<file path="src/rtl/rxscr_pkg.sv">
`timescale 1ns/1ps
// Shared constants and configuration type for the destination address screen.
// Assumes the standard 48-bit Ethernet address carried in 8-bit octets.
package rxscr_pkg;
    localparam int unsigned OCTET_BITS  = 8;
    localparam int unsigned ADDR_OCTETS = 6;
    localparam int unsigned CRC_BITS    = 32;
    localparam logic [31:0] CRC_POLY    = 32'hEDB88320;
    localparam int unsigned HASH_IDX_W  = 6;

    typedef struct packed {
        logic promisc;
        logic bcast_off;
        logic mcast_all;
        logic hash_uni;
        logic hash_multi;
        logic invert;
    } screen_cfg_t;
endpackage

</file>
<file path="src/rtl/addr_crc_step.sv">
`timescale 1ns/1ps
// One octet of reflected CRC32 update, purely combinational.
// Assumes the data is shifted in LSB first; the stage chain is unrolled by generate.
module addr_crc_step #(
    parameter int unsigned CW         = 32,
    parameter int unsigned DW         = 8,
    parameter logic [CW-1:0] POLY     = 32'hEDB88320
) (
    input  logic [CW-1:0] crc_in,
    input  logic [DW-1:0] data,
    output logic [CW-1:0] crc_out
);
    logic [DW:0][CW-1:0] stage;

    // Fold the octet into the low end of the remainder.
    assign stage[0] = crc_in ^ {{(CW-DW){1'b0}}, data};

    genvar g;
    generate
        for (g = 0; g < DW; g++) begin : g_bit
            // One bit of division by the reflected polynomial.
            assign stage[g+1] = stage[g][0] ? ((stage[g] >> 1) ^ POLY) : (stage[g] >> 1);
        end
    endgenerate

    assign crc_out = stage[DW];
endmodule

</file>
<file path="src/rtl/addr_collect.sv">
`timescale 1ns/1ps
// Gathers address octets, runs the CRC, and holds the complete address and
// hash index for one verdict cycle. Assumes in_octet is valid only with in_valid.
// A new address may begin in the cycle the held result is presented.
module addr_collect #(
    parameter int unsigned OW    = 8,
    parameter int unsigned NOCT  = 6,
    parameter int unsigned CW    = 32,
    parameter logic [CW-1:0] POLY = 32'hEDB88320,
    parameter int unsigned IDXW  = 6
) (
    input  logic                 clk,
    input  logic                 rst_n,
    input  logic                 in_valid,
    input  logic [OW-1:0]        in_octet,
    output logic                 done,
    output logic [OW*NOCT-1:0]   addr,
    output logic [IDXW-1:0]      hash_idx
);
    localparam int unsigned AW    = OW * NOCT;
    localparam int unsigned CNT_W = $clog2(NOCT);
    localparam logic [CNT_W-1:0] LAST_CNT = CNT_W'(NOCT - 1);

    logic [CNT_W-1:0] cnt_q;
    logic [AW-1:0]    build_q;
    logic [AW-1:0]    build_next;
    logic [CW-1:0]    crc_q;
    logic [CW-1:0]    crc_seed;
    logic [CW-1:0]    crc_next;
    logic             last_oct;

    // Restart the remainder at all ones on the first octet of each address.
    assign crc_seed   = (cnt_q == '0) ? '1 : crc_q;
    // New octet enters at the top, so the first octet ends in the low byte.
    assign build_next = {in_octet, build_q[AW-1:OW]};
    assign last_oct   = in_valid && (cnt_q == LAST_CNT);

    addr_crc_step #(.CW(CW), .DW(OW), .POLY(POLY)) u_crc (
        .crc_in  (crc_seed),
        .data    (in_octet),
        .crc_out (crc_next)
    );

    // Octet counter, assembly registers and held result.
    always_ff @(posedge clk) begin
        if (!rst_n) begin
            cnt_q    <= '0;
            build_q  <= '0;
            crc_q    <= '1;
            done     <= 1'b0;
            addr     <= '0;
            hash_idx <= '0;
        end else begin
            done <= last_oct;
            if (in_valid) begin
                cnt_q   <= last_oct ? '0 : cnt_q + 1'b1;
                build_q <= build_next;
                crc_q   <= crc_next;
            end
            if (last_oct) begin
                addr     <= build_next;
                hash_idx <= crc_next[CW-1 -: IDXW];
            end
        end
    end

    assert_cnt_bound_R11: assert property (@(posedge clk) disable iff (!rst_n)
        cnt_q <= LAST_CNT);
    assert_done_single_R1: assert property (@(posedge clk) disable iff (!rst_n)
        done |=> !done);
    assert_done_after_octet_R1: assert property (@(posedge clk) disable iff (!rst_n)
        done |-> $past(in_valid));
endmodule

</file>
<file path="src/rtl/addr_verdict.sv">
`timescale 1ns/1ps
// Combinational accept decision for a completed address.
// Order: promiscuous, broadcast, pass-all-multicast, then hash or exact match.
// Assumes the configuration is steady while the verdict is used.
module addr_verdict
    import rxscr_pkg::*;
#(
    parameter int unsigned AW   = 48,
    parameter int unsigned IDXW = 6
) (
    input  screen_cfg_t              cfg,
    input  logic [AW-1:0]            station,
    input  logic [2**(IDXW-1)-1:0]   tbl_hi,
    input  logic [2**(IDXW-1)-1:0]   tbl_lo,
    input  logic [AW-1:0]            addr,
    input  logic [IDXW-1:0]          idx,
    output logic                     accept,
    output logic                     is_bcast,
    output logic                     is_mcast
);
    localparam int unsigned BIN_W = IDXW - 1;

    logic group_bit;
    logic use_hash;
    logic hash_hit;
    logic exact_hit;

    // Address class flags.
    assign is_bcast  = &addr;
    assign group_bit = addr[0];
    assign is_mcast  = group_bit && !is_bcast;

    // Matcher selection and the two matcher results.
    assign use_hash  = group_bit ? cfg.hash_multi : cfg.hash_uni;
    assign hash_hit  = idx[IDXW-1] ? tbl_hi[idx[BIN_W-1:0]] : tbl_lo[idx[BIN_W-1:0]];
    assign exact_hit = (addr == station) ^ cfg.invert;

    // Priority chain producing the verdict.
    always_comb begin
        if (cfg.promisc)                     accept = 1'b1;
        else if (is_bcast)                   accept = !cfg.bcast_off;
        else if (group_bit && cfg.mcast_all) accept = 1'b1;
        else if (use_hash)                   accept = hash_hit;
        else                                 accept = exact_hit;
    end
endmodule

</file>
<file path="src/rtl/rx_addr_screen.sv">
`timescale 1ns/1ps
// Destination address screen: collects six octets and presents a one-cycle
// verdict with broadcast and multicast flags one clock after the sixth octet.
// Assumes configuration inputs are held steady during the verdict cycle.
module rx_addr_screen
    import rxscr_pkg::*;
#(
    parameter int unsigned OCTET_W      = OCTET_BITS,
    parameter int unsigned NUM_OCTETS   = ADDR_OCTETS,
    parameter int unsigned CRC_W        = CRC_BITS,
    parameter logic [CRC_W-1:0] POLY    = CRC_POLY,
    parameter int unsigned IDX_W        = HASH_IDX_W
) (
    input  logic                              clk,
    input  logic                              rst_n,
    input  logic                              in_valid,
    input  logic [OCTET_W-1:0]                in_octet,
    input  logic                              cfg_promisc,
    input  logic                              cfg_bcast_off,
    input  logic                              cfg_mcast_all,
    input  logic                              cfg_hash_uni,
    input  logic                              cfg_hash_multi,
    input  logic                              cfg_invert,
    input  logic [OCTET_W*NUM_OCTETS-1:0]     station_addr,
    input  logic [2**(IDX_W-1)-1:0]           hash_hi,
    input  logic [2**(IDX_W-1)-1:0]           hash_lo,
    output logic                              res_valid,
    output logic                              res_accept,
    output logic                              res_bcast,
    output logic                              res_mcast
);
    localparam int unsigned AW = OCTET_W * NUM_OCTETS;

    screen_cfg_t     cfg;
    logic            done;
    logic [AW-1:0]   held_addr;
    logic [IDX_W-1:0] held_idx;
    logic            v_accept;
    logic            v_bcast;
    logic            v_mcast;

    // Pack the configuration pins into the shared type.
    assign cfg = '{promisc: cfg_promisc, bcast_off: cfg_bcast_off, mcast_all: cfg_mcast_all,
                   hash_uni: cfg_hash_uni, hash_multi: cfg_hash_multi, invert: cfg_invert};

    addr_collect #(.OW(OCTET_W), .NOCT(NUM_OCTETS), .CW(CRC_W), .POLY(POLY), .IDXW(IDX_W)) u_collect (
        .clk      (clk),
        .rst_n    (rst_n),
        .in_valid (in_valid),
        .in_octet (in_octet),
        .done     (done),
        .addr     (held_addr),
        .hash_idx (held_idx)
    );

    addr_verdict #(.AW(AW), .IDXW(IDX_W)) u_verdict (
        .cfg      (cfg),
        .station  (station_addr),
        .tbl_hi   (hash_hi),
        .tbl_lo   (hash_lo),
        .addr     (held_addr),
        .idx      (held_idx),
        .accept   (v_accept),
        .is_bcast (v_bcast),
        .is_mcast (v_mcast)
    );

    // Outputs are qualified by the verdict strobe.
    assign res_valid  = done;
    assign res_accept = done && v_accept;
    assign res_bcast  = done && v_bcast;
    assign res_mcast  = done && v_mcast;

    assert_quiet_idle_R1: assert property (@(posedge clk) disable iff (!rst_n)
        !res_valid |-> !(res_accept || res_bcast || res_mcast));
    assert_promisc_accepts_R2: assert property (@(posedge clk) disable iff (!rst_n)
        (res_valid && cfg_promisc) |-> res_accept);
    assert_bcast_rule_R3: assert property (@(posedge clk) disable iff (!rst_n)
        (res_valid && !cfg_promisc && res_bcast) |-> (res_accept == !cfg_bcast_off));
    assert_class_exclusive_R4: assert property (@(posedge clk) disable iff (!rst_n)
        $onehot0({res_bcast, res_mcast}));
    assert_mcast_all_R5: assert property (@(posedge clk) disable iff (!rst_n)
        (res_valid && !cfg_promisc && res_mcast && cfg_mcast_all) |-> res_accept);
    assert_empty_table_rejects_R9: assert property (@(posedge clk) disable iff (!rst_n)
        (res_valid && !cfg_promisc && !res_bcast && !(res_mcast && cfg_mcast_all)
         && (res_mcast ? cfg_hash_multi : cfg_hash_uni)
         && (hash_hi == '0) && (hash_lo == '0)) |-> !res_accept);
endmodule

</file>
<file path="config.mk">
export PLATFORM = sky130hd
export DESIGN_NAME = rx_addr_screen
export DESIGN_NICKNAME = d
export VERILOG_FILES = /design/src/rtl/rxscr_pkg.sv /design/src/rtl/addr_crc_step.sv /design/src/rtl/addr_collect.sv /design/src/rtl/addr_verdict.sv /design/src/rtl/rx_addr_screen.sv
export SDC_FILE = /design/constraint.sdc
export NUM_CORES = 1
export LEC_CHECK = 0
export BUFFER_PORTS_ARGS = -buffer_cell sky130_fd_sc_hd__buf_2
export CORE_ASPECT_RATIO = 0.9
export CORE_MARGIN = 2
export CORE_UTILIZATION = 56
export CTS_CLUSTER_DIAMETER = 30
export CTS_CLUSTER_SIZE = 10
export DETAILED_ROUTE_END_ITERATION = 12
export GPL_TIMING_DRIVEN = 0
export MAX_ROUTING_LAYER = met4
export PLACE_DENSITY = 0.81
export SYNTH_ARGS = -nofsm -noshare
export SYNTH_HDL_FRONTEND = slang
export SYNTH_SLANG_ARGS = --single-unit
</file>
<file path="constraint.sdc">
create_clock -name clk -period 2.49 [get_ports clk]
set_clock_uncertainty 0.1 [all_clocks]
set_input_delay 0.3735 -clock clk [delete_from_list [all_inputs] [get_ports clk]]
set_output_delay 0.3735 -clock clk [all_outputs]
set_load 0.03 [all_outputs]
</file>
After elaboration in Yosys (flattened, before gate mapping)

Index checks and enable logic that the tools add are counted.

Add/subtract/negate cells: 1
Multiply operators: 0
Divide/modulo/power cells: 0
Order comparisons: 1
Equal/unequal tests: 2
Shifts and indexed selects: 0
Mux-type cells: 20
Bitwise gates (word level): 10
Reductions and logical operators: 10

Operator list:

| cell                | count |
|---|---|
| $mux 32             | 9 |
| $not 13->14         | 8 |
| $eq 48x48->1        | 1 |
| $reduce_and 48->1   | 1 |
| $xor 32x8->32       | 1 |
| $bmux 1 s5          | 2 |
| $mux 1              | 8 |
| $logic_and 1x1->1   | 6 |
| $lt 5x6->1 const B  | 1 |
| $add 3x1->3 const B | 1 |
| $eq 3x3->1 const B  | 1 |
| $logic_not 3->1     | 1 |
| $mux 3              | 1 |
| $logic_not 1->1     | 2 |
| $xor 1x1->1         | 1 |

Flip-flop bits (word level): 138
Bits in latches: 0
Memory bits (writable): 0
Bits in read-only memories: 0
Input bits: 129
Logic and storage cells: 50
Memories: 0

Depth between registers and ports, before layout

Gate-level depths: netlist of the first run.

Depth in word-level cells: 19
Gate-level depth with buffers: 11
Mapped depth without buffers: 9

Modules after synthesis

Synthesis of the first run repeated with hierarchy kept, for this count alone.

Cells, all modules: 730
Area total of the unflattened synthesis: 7253.2 um^2

By module, submodules not included:

| module         | instances | cells each | area each (um^2) | seq. area each (um^2) |
|---|---|---|---|---|
| addr_collect   | 1         | 531        | 4892.2           | 2602.5 |
| addr_verdict   | 1         | 133        | 1328.8           | 0.0 |
| addr_crc_step  | 1         | 63         | 1013.5           | 0.0 |
| rx_addr_screen | 1         | 3          | 18.8             | 0.0 |

Worst setup path before layout of the first run

OpenSTA, ideal clock, no wires.

Path type: register to output
From: reg u_collect.hash_idx[3]
To: out res_accept
Data arrival time: 2253 ps
Required time: 2017 ps
Path slack: -237 ps
Stages on the path, launching flop included: 8
Buffers on the path: 1
Cell sequence: dfxtp_1 -> clkbuf_1 -> a211oi_1 -> nor4_1 -> a2111oi_0 -> nand3_1 -> o211ai_1 -> a221oi_1

Cells in the longest elaborated chain, start to end: 8
Elaborated cells on any way between the ends: 10
Classes of those cells: 9 x mux; 1 x reduce/logical

Ends and longest elaborated chain:

| what                         | line                 | text |
|---|---|---|
| start: declaration           | addr_collect.sv:18   | `output logic [IDXW-1:0] hash_idx` |
| start signal: assignment     | addr_collect.sv:62   | `hash_idx <= crc_next[CW-1 -: IDXW];` |
| $bmux 1 s5                   | addr_verdict.sv:35   | `assign hash_hit = idx[IDXW-1] ? tbl_hi[idx[BIN_W-1:0]] : tbl_lo[idx[BIN_W-1:0]];` |
| $mux 1 (implied by the code) | addr_verdict.sv:35   |  |
| $mux 1 (*)                   | addr_verdict.sv:35   |  |
| $mux 1 (*)                   | addr_verdict.sv:43   | `else if (use_hash) accept = hash_hit;` |
| $mux 1 (*)                   | addr_verdict.sv:42   | `else if (group_bit && cfg.mcast_all) accept = 1'b1;` |
| $mux 1 (*)                   | addr_verdict.sv:41   | `else if (is_bcast) accept = !cfg.bcast_off;` |
| $mux 1 (*)                   | addr_verdict.sv:40   | `if (cfg.promisc) accept = 1'b1;` |
| $logic_and 1x1->1 (*)        | rx_addr_screen.sv:70 | `assign res_accept = done && v_accept;` |
| end: declaration             | rx_addr_screen.sv:28 | `output logic res_accept,` |

Every way passes the cells marked *; elsewhere a longest branch is shown, timed or not. The select of a mux whose other input is x is not followed.

Worst setup path after layout of the first run

From: reg u_collect.addr[3]
To: out res_accept

Cells in the longest elaborated chain, start to end: 7
Elaborated cells on any way between the ends: 8
Classes of those cells: 1 x eq/ne; 4 x mux; 1 x bitwise; 2 x reduce/logical

Ends and longest elaborated chain:

| what                     | line                 | text |
|---|---|---|
| start: declaration       | addr_collect.sv:17   | `output logic [OW*NOCT-1:0] addr,` |
| start signal: assignment | addr_collect.sv:61   | `addr <= build_next;` |
| $eq 48x48->1             | addr_verdict.sv:36   | `assign exact_hit = (addr == station) ^ cfg.invert;` |
| $xor 1x1->1              | addr_verdict.sv:36   |  |
| $mux 1                   | addr_verdict.sv:43   |  |
| $mux 1                   | addr_verdict.sv:42   |  |
| $mux 1 (*)               | addr_verdict.sv:41   |  |
| $mux 1 (*)               | addr_verdict.sv:40   |  |
| $logic_and 1x1->1 (*)    | rx_addr_screen.sv:70 |  |

Every way passes the cells marked *; elsewhere a longest branch is shown, timed or not.

==> results of run 1 <==
worst max-delay path, cell delays in order (launching register included):
cell      delay, ps
dfxtp_1         350
xnor2_1         280
nand4_1         200
nor4_2          190
nand3_1         200
xnor2_2         200
o211ai_1        130
a221oi_2        270
buf_4           200
cell families (layout without fill, tap and decap cells):
logic type	count (synthesis)	count (layout)	share of synthesized area, %
AND/OR/NAND/NOR	191	191	13.2
adder cells (fa/ha/maj)	3	3	0.554
XOR/XNOR	133	133	20.6
AO/OA/AOI/OAI	100	100	11.2
other	0	1	0
flip-flops	130	130	38.4
buffers and inverters	58	240	3.82
multiplexers	65	65	12.2
cells in the final DEF (no fill, tap or decap), drive strengths merged, types with 2 or more instances in the layout:
cell / n
mux2i: 48
nor4: 7
inv: 9
buf: 174
dfxtp: 130
a211oi: 3
xnor2: 107
nor2: 103
a21oi: 5
nor3b: 2
bufinv: 4
mux4: 14
nand4: 26
xor2: 23
o211ai: 6
a211o: 4
a221oi: 2
nand3: 7
ha: 3
clkbuf: 45
nor2b: 6
o21ai: 24
a22o: 50
nand2: 32
and2: 4
xnor3: 3
mux2: 3
clkinv: 6
power groups by stage:
stage | clock network [mW] | registers, mW | logic [mW]
floorplan | 0 | 2.29 | 0.968
global placement | 0 | 2.31 | 1.23
detailed placement | 0 | 2.31 | 1.27
CTS | 2.62 | 2.27 | 1.38
global route | 2.72 | 2.29 | 1.68
finish | 2.63 | 2.28 | 1.58
through the flow:
step / power (mW) / setup TNS (ps) / instance area (µm²) / instances
floorplan: 3.26 / 0 / 6780 / 680
global placement: 3.54 / -339 / 7620 / 968
detailed placement: 3.58 / -519 / 7620 / 968
CTS: 6.28 / -436 / 8440 / 1009
global route: 6.69 / -821 / 8740 / 1023
finish: 6.49 / -429 / 8740 / 1023
per-layer routing:
metal	vias to the layer above	routed length, µm
met1	2925	8290
met3	68	1860
met4	0	608
met2	352	9960
met5	-	0
li1	2711	-
sequential cells by signal (all words and copies together), names as in the netlist:
signal	flops
u_collect.addr	48
u_collect.build_q	40
u_collect.cnt_q	3
u_collect.crc_q	32
u_collect.done	1
u_collect.hash_idx	6
area by class of cell:
class | count | area [µm²] | area share [%]
antenna | 1 | 2.50 | 0.0286
clock buffer | 20 | 437 | 4.99
multi-input combinational | 492 | 4130 | 47.2
sequential | 130 | 2620 | 30.0
inverter | 8 | 30.0 | 0.343
clock inverter | 12 | 181 | 2.07
buffer | 48 | 265 | 3.03
timing repair buffer | 152 | 877 | 10.0
tap | 160 | 200 | 2.29
final timing paths:
| check | startpoint | end | slack (ps) | cells past startpoint |
|---|---|---|---|---|
| max | u_collect.addr[3] | res_accept | -430 | 8 |
| min | in_octet[3] | u_collect.addr[43] | 180 | 2 |
| max reg2reg | u_collect.cnt_q[0] | u_collect.crc_q[27] | 60 | 10 |
| min reg2reg | u_collect.build_q[9] | u_collect.addr[1] | 380 | 1 |
what timing repair did:
action	CTS	global route
pin swaps	8	14
endpoints found under the setup margin	10	23
resized for setup	23	40
buffers inserted	11	13
hold endpoints to repair	0	0
==> flow_metrics.tcl, run 1 <==
set metrics [dict create \
    clock-sinks 130 \
    fin_util_pct 73.3 \
    worstPathRequired_ps 2020 \
    fin_ws_ps -429 \
    yosysWarnings 0 \
    syn_area_per_cell_um2 9.96 \
    ir_drop_mv 0.468 \
    htree_levels 4 \
    die_y_um 108 \
    area_growth_pct 29.0 \
    top_usage_layer "met2" \
    fillers 815 \
    max_slew_margin_pct 47.4 \
    holdWs_ps 177 \
    drv_cap 0 \
    cts_tree "yes" \
    grt_use_met2_pct 53.3 \
    pre_cts_slack_ps -279 \
    path_clk_slew_ps 60 \
    pin_count 133 \
    layout-drive-gt1-share_pct 31.7 \
    grt_max_degree 17 \
    fmax_ghz 0.343 \
    p_clk_share_pct 40.5 \
    cts-root-buf "clkbuf_16" \
    rsz0062_at_grt "yes" \
    use_met3_pct 7.23 \
    fin_nets 981 \
    crit_path_end_kind "primary output" \
    synth_ff_type "dfxtp_1" \
    sw_frac_of_total_pct 28.1 \
    wl_per_cell_um 20.3 \
    async_reset_ff_share_pct 0 \
    yosys.area.top_type "dfxtp_1" \
    worstHoldPathType "input pin to flip-flop" \
    ys_top_cells_by_area "dfxtp_1 38%, xnor2_1 13%, mux2i_1 7.1%" \
    critPathKind "flip-flop to primary output" \
    leakage_nw 3.56 \
    cts_buffer_depth 2 \
    dp_hpwl_um 14200 \
    synthCells 680 \
    post-synth-top-count-cell "dfxtp_1" \
    synthesis.nets 812 \
    die-area_mm2 0.0130 \
    crit_arrival_ps 2450 \
    synth_area_mm2 0.00678 \
    pwr-share-seq_pct 35.1 \
    violations "negative setup slack" \
    place.port_buffers 128 \
    tightest_slew_ps 789 \
    synth_cell_types 49 \
    clk_latency_ps 430 \
    power.switching_mw 1.82 \
    intPower_mw 4.67 \
    initial_utilization_pct 56.8 \
    synth_seq_cells 130 \
    fin_crit_sh_pct 117 \
    grt_pass1_wl_um 31000 \
    path_max_fanout 3 \
    synth_edf_count 0 \
    hold_viol 0 \
    combPwrFrac_pct 24.4 \
    powerDensity_mw_per_mm2 742 \
    cts_hold_buf 0 \
    antenna_found_initial 1 \
    setup_viol 1 \
    gr-total-overflow 0 \
    fp.dieW_um 120 \
    core_area_mm2 0.0119 \
    ys_seq_area_share_pct 38.4 \
    dr.pass1.iters 5 \
    via_per_inst 5.92 \
    numCtsBuffers 17 \
    drt_first_iter_violations 452 \
    drc_errors 0 \
    cp-start-kind "flip-flop" \
    antenna_left 0 \
    gr-usage-all-layers_pct 32.2 \
    via_count 6056 \
    slew_violations 0 \
    synthTopCellsByCount "130 x dfxtp_1, 97 x nor2_1, 97 x xnor2_1, 50 x a22o_1, 48 x mux2i_1" \
    num_rows 38 \
    grt_pass1_vias 5897 \
    status "complete, but fails checks" \
    place_congestion 0.932 \
    min_period_ps 2920 \
    yosys.area.top_type_share_pct 38.4 \
    routed_wirelength_um 20700 \
    grtUsageMet1_pct 39.0 \
]
(Power assumes the default switching activity.)
==> run 2: changes to the inputs <==
--- a/config.mk
+++ b/config.mk
@@ -8,13 +8,14 @@
 export BUFFER_PORTS_ARGS = -buffer_cell sky130_fd_sc_hd__buf_2
 export CORE_ASPECT_RATIO = 0.9
 export CORE_MARGIN = 2
-export CORE_UTILIZATION = 56
+export CORE_UTILIZATION = 57
+export CTS_BUF_LIST = sky130_fd_sc_hd__clkbuf_8
 export CTS_CLUSTER_DIAMETER = 30
 export CTS_CLUSTER_SIZE = 10
 export DETAILED_ROUTE_END_ITERATION = 12
 export GPL_TIMING_DRIVEN = 0
 export MAX_ROUTING_LAYER = met4
-export PLACE_DENSITY = 0.81
+export PLACE_DENSITY = 0.82
 export SYNTH_ARGS = -nofsm -noshare
 export SYNTH_HDL_FRONTEND = slang
 export SYNTH_SLANG_ARGS = --single-unit
==> run 2 against run 1 <==
- the flow still finishes with violations (negative setup slack)
- core utilization is 1.0 points higher
- hold slack got worse by 46 ps
- via count is 1.1% lower
- critical path depth unchanged
- non-clock buffer count grew 14
- sequential cell count unchanged
- combinational power down 8%
- count of clock-buffer cells in the layout decreased by 2
- routed wire length shrank 3.3%
- final area down 2.0%
- power down 16%
- critical endpoint unchanged
- highest routed layer unchanged
==> flow_metrics.tcl, run 2 (synthesis results as in run 1) <==
set metrics [dict create \
    status "complete, but fails checks" \
    violations "negative setup slack" \
    reg2reg_from "u_collect.cnt_q[1]" \
    min_period_ps 2990 \
    dpl_cell_area_mm2 0.00762 \
    min_path_cells 2 \
    cts_tree "yes" \
    intPower_mw 3.73 \
    path_buf_inv 1 \
    min_from "in_octet[6]" \
    area_growth_pct 26.4 \
    dp_hpwl_um 14200 \
    min_to "u_collect.addr[46]" \
    gr-total-overflow 0 \
    cts_hold_buf 0 \
    top_regs "u_collect.addr x48, u_collect.build_q x40, u_collect.crc_q x32" \
    place.port_buffers 128 \
    p_clk_share_pct 31.7 \
    fp.dieW_um 119 \
    pwr-share-seq_pct 41.6 \
    stdcell_area_mm2 0.00857 \
    num_rows 37 \
    multi_input_area_mm2 0.00409 \
    tightest_slew_ps 746 \
    rr_worst_depth 10 \
    via_per_inst 5.80 \
    cts_buffer_depth 2 \
    fin_ws_ps -505 \
    sw_frac_of_total_pct 31.6 \
    rsz0062_at_grt "yes" \
    cp.depth 8 \
    use_met3_pct 8.16 \
    crit_arrival_ps 2520 \
    core_area_mm2 0.0115 \
    cp-start-kind "flip-flop" \
    grt_use_met2_pct 52.9 \
    drt_first_iter_violations 459 \
    gr-usage-all-layers_pct 32.7 \
    clk_latency_ps 460 \
    path_clk_slew_ps 80 \
    crit_family "simple AND/OR/NAND/NOR gates" \
    hold_viol 0 \
    dp_cells 964 \
    grt_pass1_vias 5976 \
    path_max_fanout 3 \
    fin_nets 995 \
    largest_register "u_collect.addr" \
    slowest_delay_ps 360 \
    layout_common_cells "133 x buf_2, 96 x nor2_1, 95 x dfxtp_1" \
    max_slew_margin_pct 50.3 \
    fin_util_pct 74.3 \
    layout-drive-gt1-share_pct 35.7 \
    critPathSlowestCell "dfxtp_1" \
    top_usage_layer "met2" \
    final_common_cell "buf_2" \
    drc_errors 0 \
    die_y_um 107 \
    seq_area_mm2 0.00266 \
    die-area_mm2 0.0128 \
    fillers 760 \
    wl_per_cell_um 19.4 \
    antenna_found_initial 0 \
    initial_utilization_pct 58.8 \
    grt_pass1_wl_um 31100 \
    antenna_left 0 \
    critPathKind "flip-flop to primary output" \
    via_count 5989 \
    fin_crit_sh_pct 120 \
    slew_violations 0 \
    final_cells 1032 \
    pin_count 133 \
    drv_cap 0 \
    crit_path_end_kind "primary output" \
    grtUsageMet1_pct 40.5 \
    combPwrFrac_pct 26.7 \
    numCtsBuffers 17 \
    routed_wirelength_um 20000 \
    setup_viol 2 \
    largest_reg_flops 48 \
    timing.rr.end "u_collect.crc_q[25]" \
    place_congestion 0.937 \
    dr.pass1.iters 5 \
    rrSetupSlack_ps 30 \
    grt_max_degree 17 \
    pre_cts_slack_ps -366 \
    worst_path_most_repeated_cell "xnor2_1" \
    clock-sinks 130 \
    cts-root-buf "clkbuf_8" \
    htree_levels 4 \
    powerDensity_mw_per_mm2 636 \
    power.switching_mw 1.72 \
    finalPower_mw 5.45 \
    worstHoldPathType "input pin to flip-flop" \
    antenna_cells 0 \
    leakage_nw 3.50 \
    ir_drop_mv 0.564 \
    fmax_ghz 0.334 \
    path_cells "xnor2_1 -> nand4_1 -> nor4_2 -> nand3_1 -> xnor2_1 -> o211ai_1 -> a221oi_2 -> buf_4" \
    worstPathRequired_ps 2020 \
]
[run 2: changes by cell type in the layout (fill, tap and decap cells not counted), sizes merged]
cell / previous run / this run
buf: 174 / 190
bufinv: 4 / 1
clkbuf: 45 / 41
clkinv: 6 / 4
clkinvlp: 1 / 5
diode: 1 / 0
inv: 9 / 12
[run 2: worst max path at each step]
stage,from,to
5_1_grt,u_collect.addr[14],res_accept
2_1_floorplan,u_collect.hash_idx[3],res_accept
3_3_place_gp,u_collect.hash_idx[3],res_accept
6_report,u_collect.addr[14],res_accept
3_5_place_dp,u_collect.hash_idx[3],res_accept
4_1_cts,u_collect.addr[8],res_accept
[run 2: final cells by class]
class,instances,area share (%)
plain buffers,47,3.07
clock buffers,18,2.89
clock inverters,14,1.50
inverters,8,0.351
multi-input cells,492,47.8
flip-flops and latches,130,31.1
well taps,156,2.28
repair buffers,167,11.0
[run 2: power groups by stage]
| stage | sequential (mW) | clock (mW) | combinational, mW |
|---|---|---|---|
| after detailed placement | 2.31 | 0 | 1.27 |
| after global placement | 2.31 | 0 | 1.24 |
| after CTS | 2.26 | 1.73 | 1.35 |
| after floorplan | 2.29 | 0 | 0.968 |
| after global routing | 2.28 | 1.82 | 1.55 |
| final | 2.27 | 1.73 | 1.46 |
[run 2: per-stage QoR]
stage          hold slack [ps]  TNS (ps)
2_1_floorplan              340         0
3_3_place_gp               352      -267
3_5_place_dp               361      -742
4_1_cts                    111      -456
5_1_grt                    131      -736
6_report                   130      -552
[run 2: timing repair]
| action | in CTS | in global routing |
|---|---|---|
| buffers inserted | 24 | 15 |
| pin swaps | 29 | 20 |
| endpoints found under the setup margin | 10 | 16 |
| gates resized for setup | 72 | 20 |
| hold endpoints to repair | 0 | 0 |
| gates cloned | 0 | 0 |
[run 2: worst reg2reg max path, stage by stage (launching register included)]
cell      delay (ps)
dfxtp_2          340
inv_1             80
ha_1             140
nor2b_4          130
buf_6            190
nor2_4            80
xnor2_4          270
xnor3_1          420
xnor2_2          280
and2_4           190
o311ai_2          90
[run 2: per-layer routing]
metal	share of wire, %	vias to the layer above
met2	48	337
met4	1.8	0
li1	-	2733
met3	9.2	40
met5	0	-
met1	41	2879
==> run 3: changes to the inputs <==
--- a/config.mk
+++ b/config.mk
@@ -8,14 +8,14 @@
 export BUFFER_PORTS_ARGS = -buffer_cell sky130_fd_sc_hd__buf_2
 export CORE_ASPECT_RATIO = 0.9
 export CORE_MARGIN = 2
-export CORE_UTILIZATION = 57
+export CORE_UTILIZATION = 25
 export CTS_BUF_LIST = sky130_fd_sc_hd__clkbuf_8
 export CTS_CLUSTER_DIAMETER = 30
 export CTS_CLUSTER_SIZE = 10
 export DETAILED_ROUTE_END_ITERATION = 12
 export GPL_TIMING_DRIVEN = 0
 export MAX_ROUTING_LAYER = met4
-export PLACE_DENSITY = 0.82
+export SKIP_CTS_REPAIR_TIMING = 1
 export SYNTH_ARGS = -nofsm -noshare
 export SYNTH_HDL_FRONTEND = slang
 export SYNTH_SLANG_ARGS = --single-unit
==> run 3 against run 2 <==
- the flow still finishes with violations (negative setup slack)
- critical path depth is the same
- maximum frequency grew 1.4%
- non-clock buffer count shrank 13
- final cell count grew 18%
- routed wire length shrank 0.73%
- setup slack gained 41 ps
- sequential share of layout area shrank 0.72 points
- final area grew 0.96%
- via count shrank 6.5%
- register-to-register slack gained 40 ps
- first-iteration DRC count shrank 39%
- clock power shrank 11%
==> flow_metrics.tcl, run 3 (synthesis results as in run 1) <==
set metrics [dict create \
    status "complete, but fails checks" \
    violations "negative setup slack" \
    tightest_slew_ps 802 \
    die_y_um 160 \
    via_count 5602 \
    drv_cap 0 \
    pin_count 133 \
    wl_per_cell_um 16.3 \
    layout_common_cells "134 x buf_2, 116 x dfxtp_1, 96 x nor2_1" \
    initial_utilization_pct 25.3 \
    cp-start-kind "flip-flop" \
    cts_buffer_depth 2 \
    dpl_cell_area_mm2 0.00787 \
    gr-total-overflow 0 \
    num_rows 57 \
    worstPathRequired_ps 2020 \
    sw_frac_of_total_pct 30.9 \
    pwr-share-seq_pct 43.0 \
    gr-usage-all-layers_pct 14.0 \
    htree_levels 4 \
    drc_errors 0 \
    fp.dieW_um 178 \
    worstHoldPathType "input pin to flip-flop" \
    antenna_found_initial 3 \
    grt_max_degree 17 \
    setup_viol 1 \
    final_cells 1218 \
    fin_nets 982 \
    via_per_inst 4.60 \
    top_regs "u_collect.addr x48, u_collect.build_q x40, u_collect.crc_q x32" \
    grt_pass1_vias 5190 \
    dr.pass1.iters 5 \
    dp_cells 1162 \
    layout-drive-gt1-share_pct 31.8 \
    fin_crit_sh_pct 119 \
    largest_register "u_collect.addr" \
    clk_latency_ps 440 \
    rsz0062_at_grt "yes" \
    crit_path_end_kind "primary output" \
    intPower_mw 3.65 \
    cts-root-buf "clkbuf_8" \
    die-area_mm2 0.0284 \
    slew_violations 0 \
    min_period_ps 2950 \
    pre_cts_slack_ps -372 \
    leakage_nw 3.38 \
    critPathKind "flip-flop to primary output" \
    clock-sinks 130 \
    fmax_ghz 0.339 \
    max_slew_margin_pct 46.5 \
    hold_viol 0 \
    place_congestion 0.873 \
    cts_tree "yes" \
    core_area_mm2 0.0268 \
    drt_first_iter_violations 279 \
    combPwrFrac_pct 27.8 \
    setup-tns-final_ps -463 \
    largest_reg_flops 48 \
    routed_wirelength_um 19900 \
    stdcell_area_mm2 0.00865 \
    fin_ws_ps -463 \
    ir_drop_mv 0.342 \
    finalPower_mw 5.28 \
    antenna_left 0 \
    area_growth_pct 27.6 \
    p_clk_share_pct 29.2 \
    final_common_cell "buf_2" \
    powerDensity_mw_per_mm2 611 \
    numCtsBuffers 17 \
    power.switching_mw 1.63 \
    dp_hpwl_um 15200 \
    path_max_fanout 10 \
    place.port_buffers 128 \
    crit_arrival_ps 2480 \
    grt_pass1_wl_um 29600 \
    path_clk_slew_ps 80 \
]
[run 3: cell types whose count changed in the layout (fill, tap and decap cells not counted), sizes merged]
cell and delta:
clkbuf +2, buf -15, clkinvlp -2, diode +3, inv -5, clkinv +6
bufinv -1
[run 3: final timing paths]
| check | startpoint | to | slack (ps) | cells after the start |
|---|---|---|---|---|
| min reg2reg | u_collect.build_q[14] | u_collect.addr[6] | 370 | 1 |
| max | u_collect.hash_idx[3] | res_accept | -460 | 8 |
| min | in_octet[2] | u_collect.addr[42] | 160 | 2 |
| max reg2reg | u_collect.cnt_q[0] | u_collect.crc_q[25] | 70 | 10 |
[run 3: critical path, cell delays in order (launching register included)]
cell	delay, ps
dfxtp_1	470
clkbuf_4	300
a211oi_1	110
nor4_2	350
a2111oi_2	130
nand3_1	100
o211ai_1	110
a221oi_2	270
buf_4	200
[run 3: metrics by stage]
step                      hold WS, ps  util (%)
after detailed placement          354      29.3
final                             157      32.3
after CTS                         138      30.6
after global placement            351      29.3
after floorplan                   340         -
after global routing              131      32.3
[run 3: layout make-up]
| cell class | instances | area, µm² |
|---|---|---|
| multi-input combinational | 492 | 4070 |
| inverter | 8 | 30.0 |
| tap | 354 | 443 |
| buffer | 48 | 269 |
| clock inverter | 12 | 90.1 |
| timing repair buffer | 153 | 868 |
| fill | 2752 | 18200 |
| antenna | 3 | 7.51 |
| clock buffer | 18 | 248 |
| sequential | 130 | 2630 |
[run 3: per-layer routing]
| layer | track usage [%] | vias to the layer above | wire length [µm] |
|---|---|---|---|
| met1 | 18.1 | 2660 | 8960 |
| met3 | 3.81 | 20 | 1650 |
| li1 | - | 2715 | - |
| met5 | - | - | 0 |
| met2 | 21.2 | 207 | 8960 |
| met4 | 4.62 | 0 | 339 |
[run 3: power by group through the flow]
| stage | Combinational [mW] | Clock, mW | Sequential (mW) |
|---|---|---|---|
| 3_5_place_dp | 1.27 | 0 | 2.32 |
| 2_1_floorplan | 0.968 | 0 | 2.29 |
| 5_1_grt | 1.58 | 1.66 | 2.28 |
| 6_report | 1.47 | 1.54 | 2.27 |
| 4_1_cts | 1.28 | 1.58 | 2.27 |
| 3_3_place_gp | 1.26 | 0 | 2.31 |
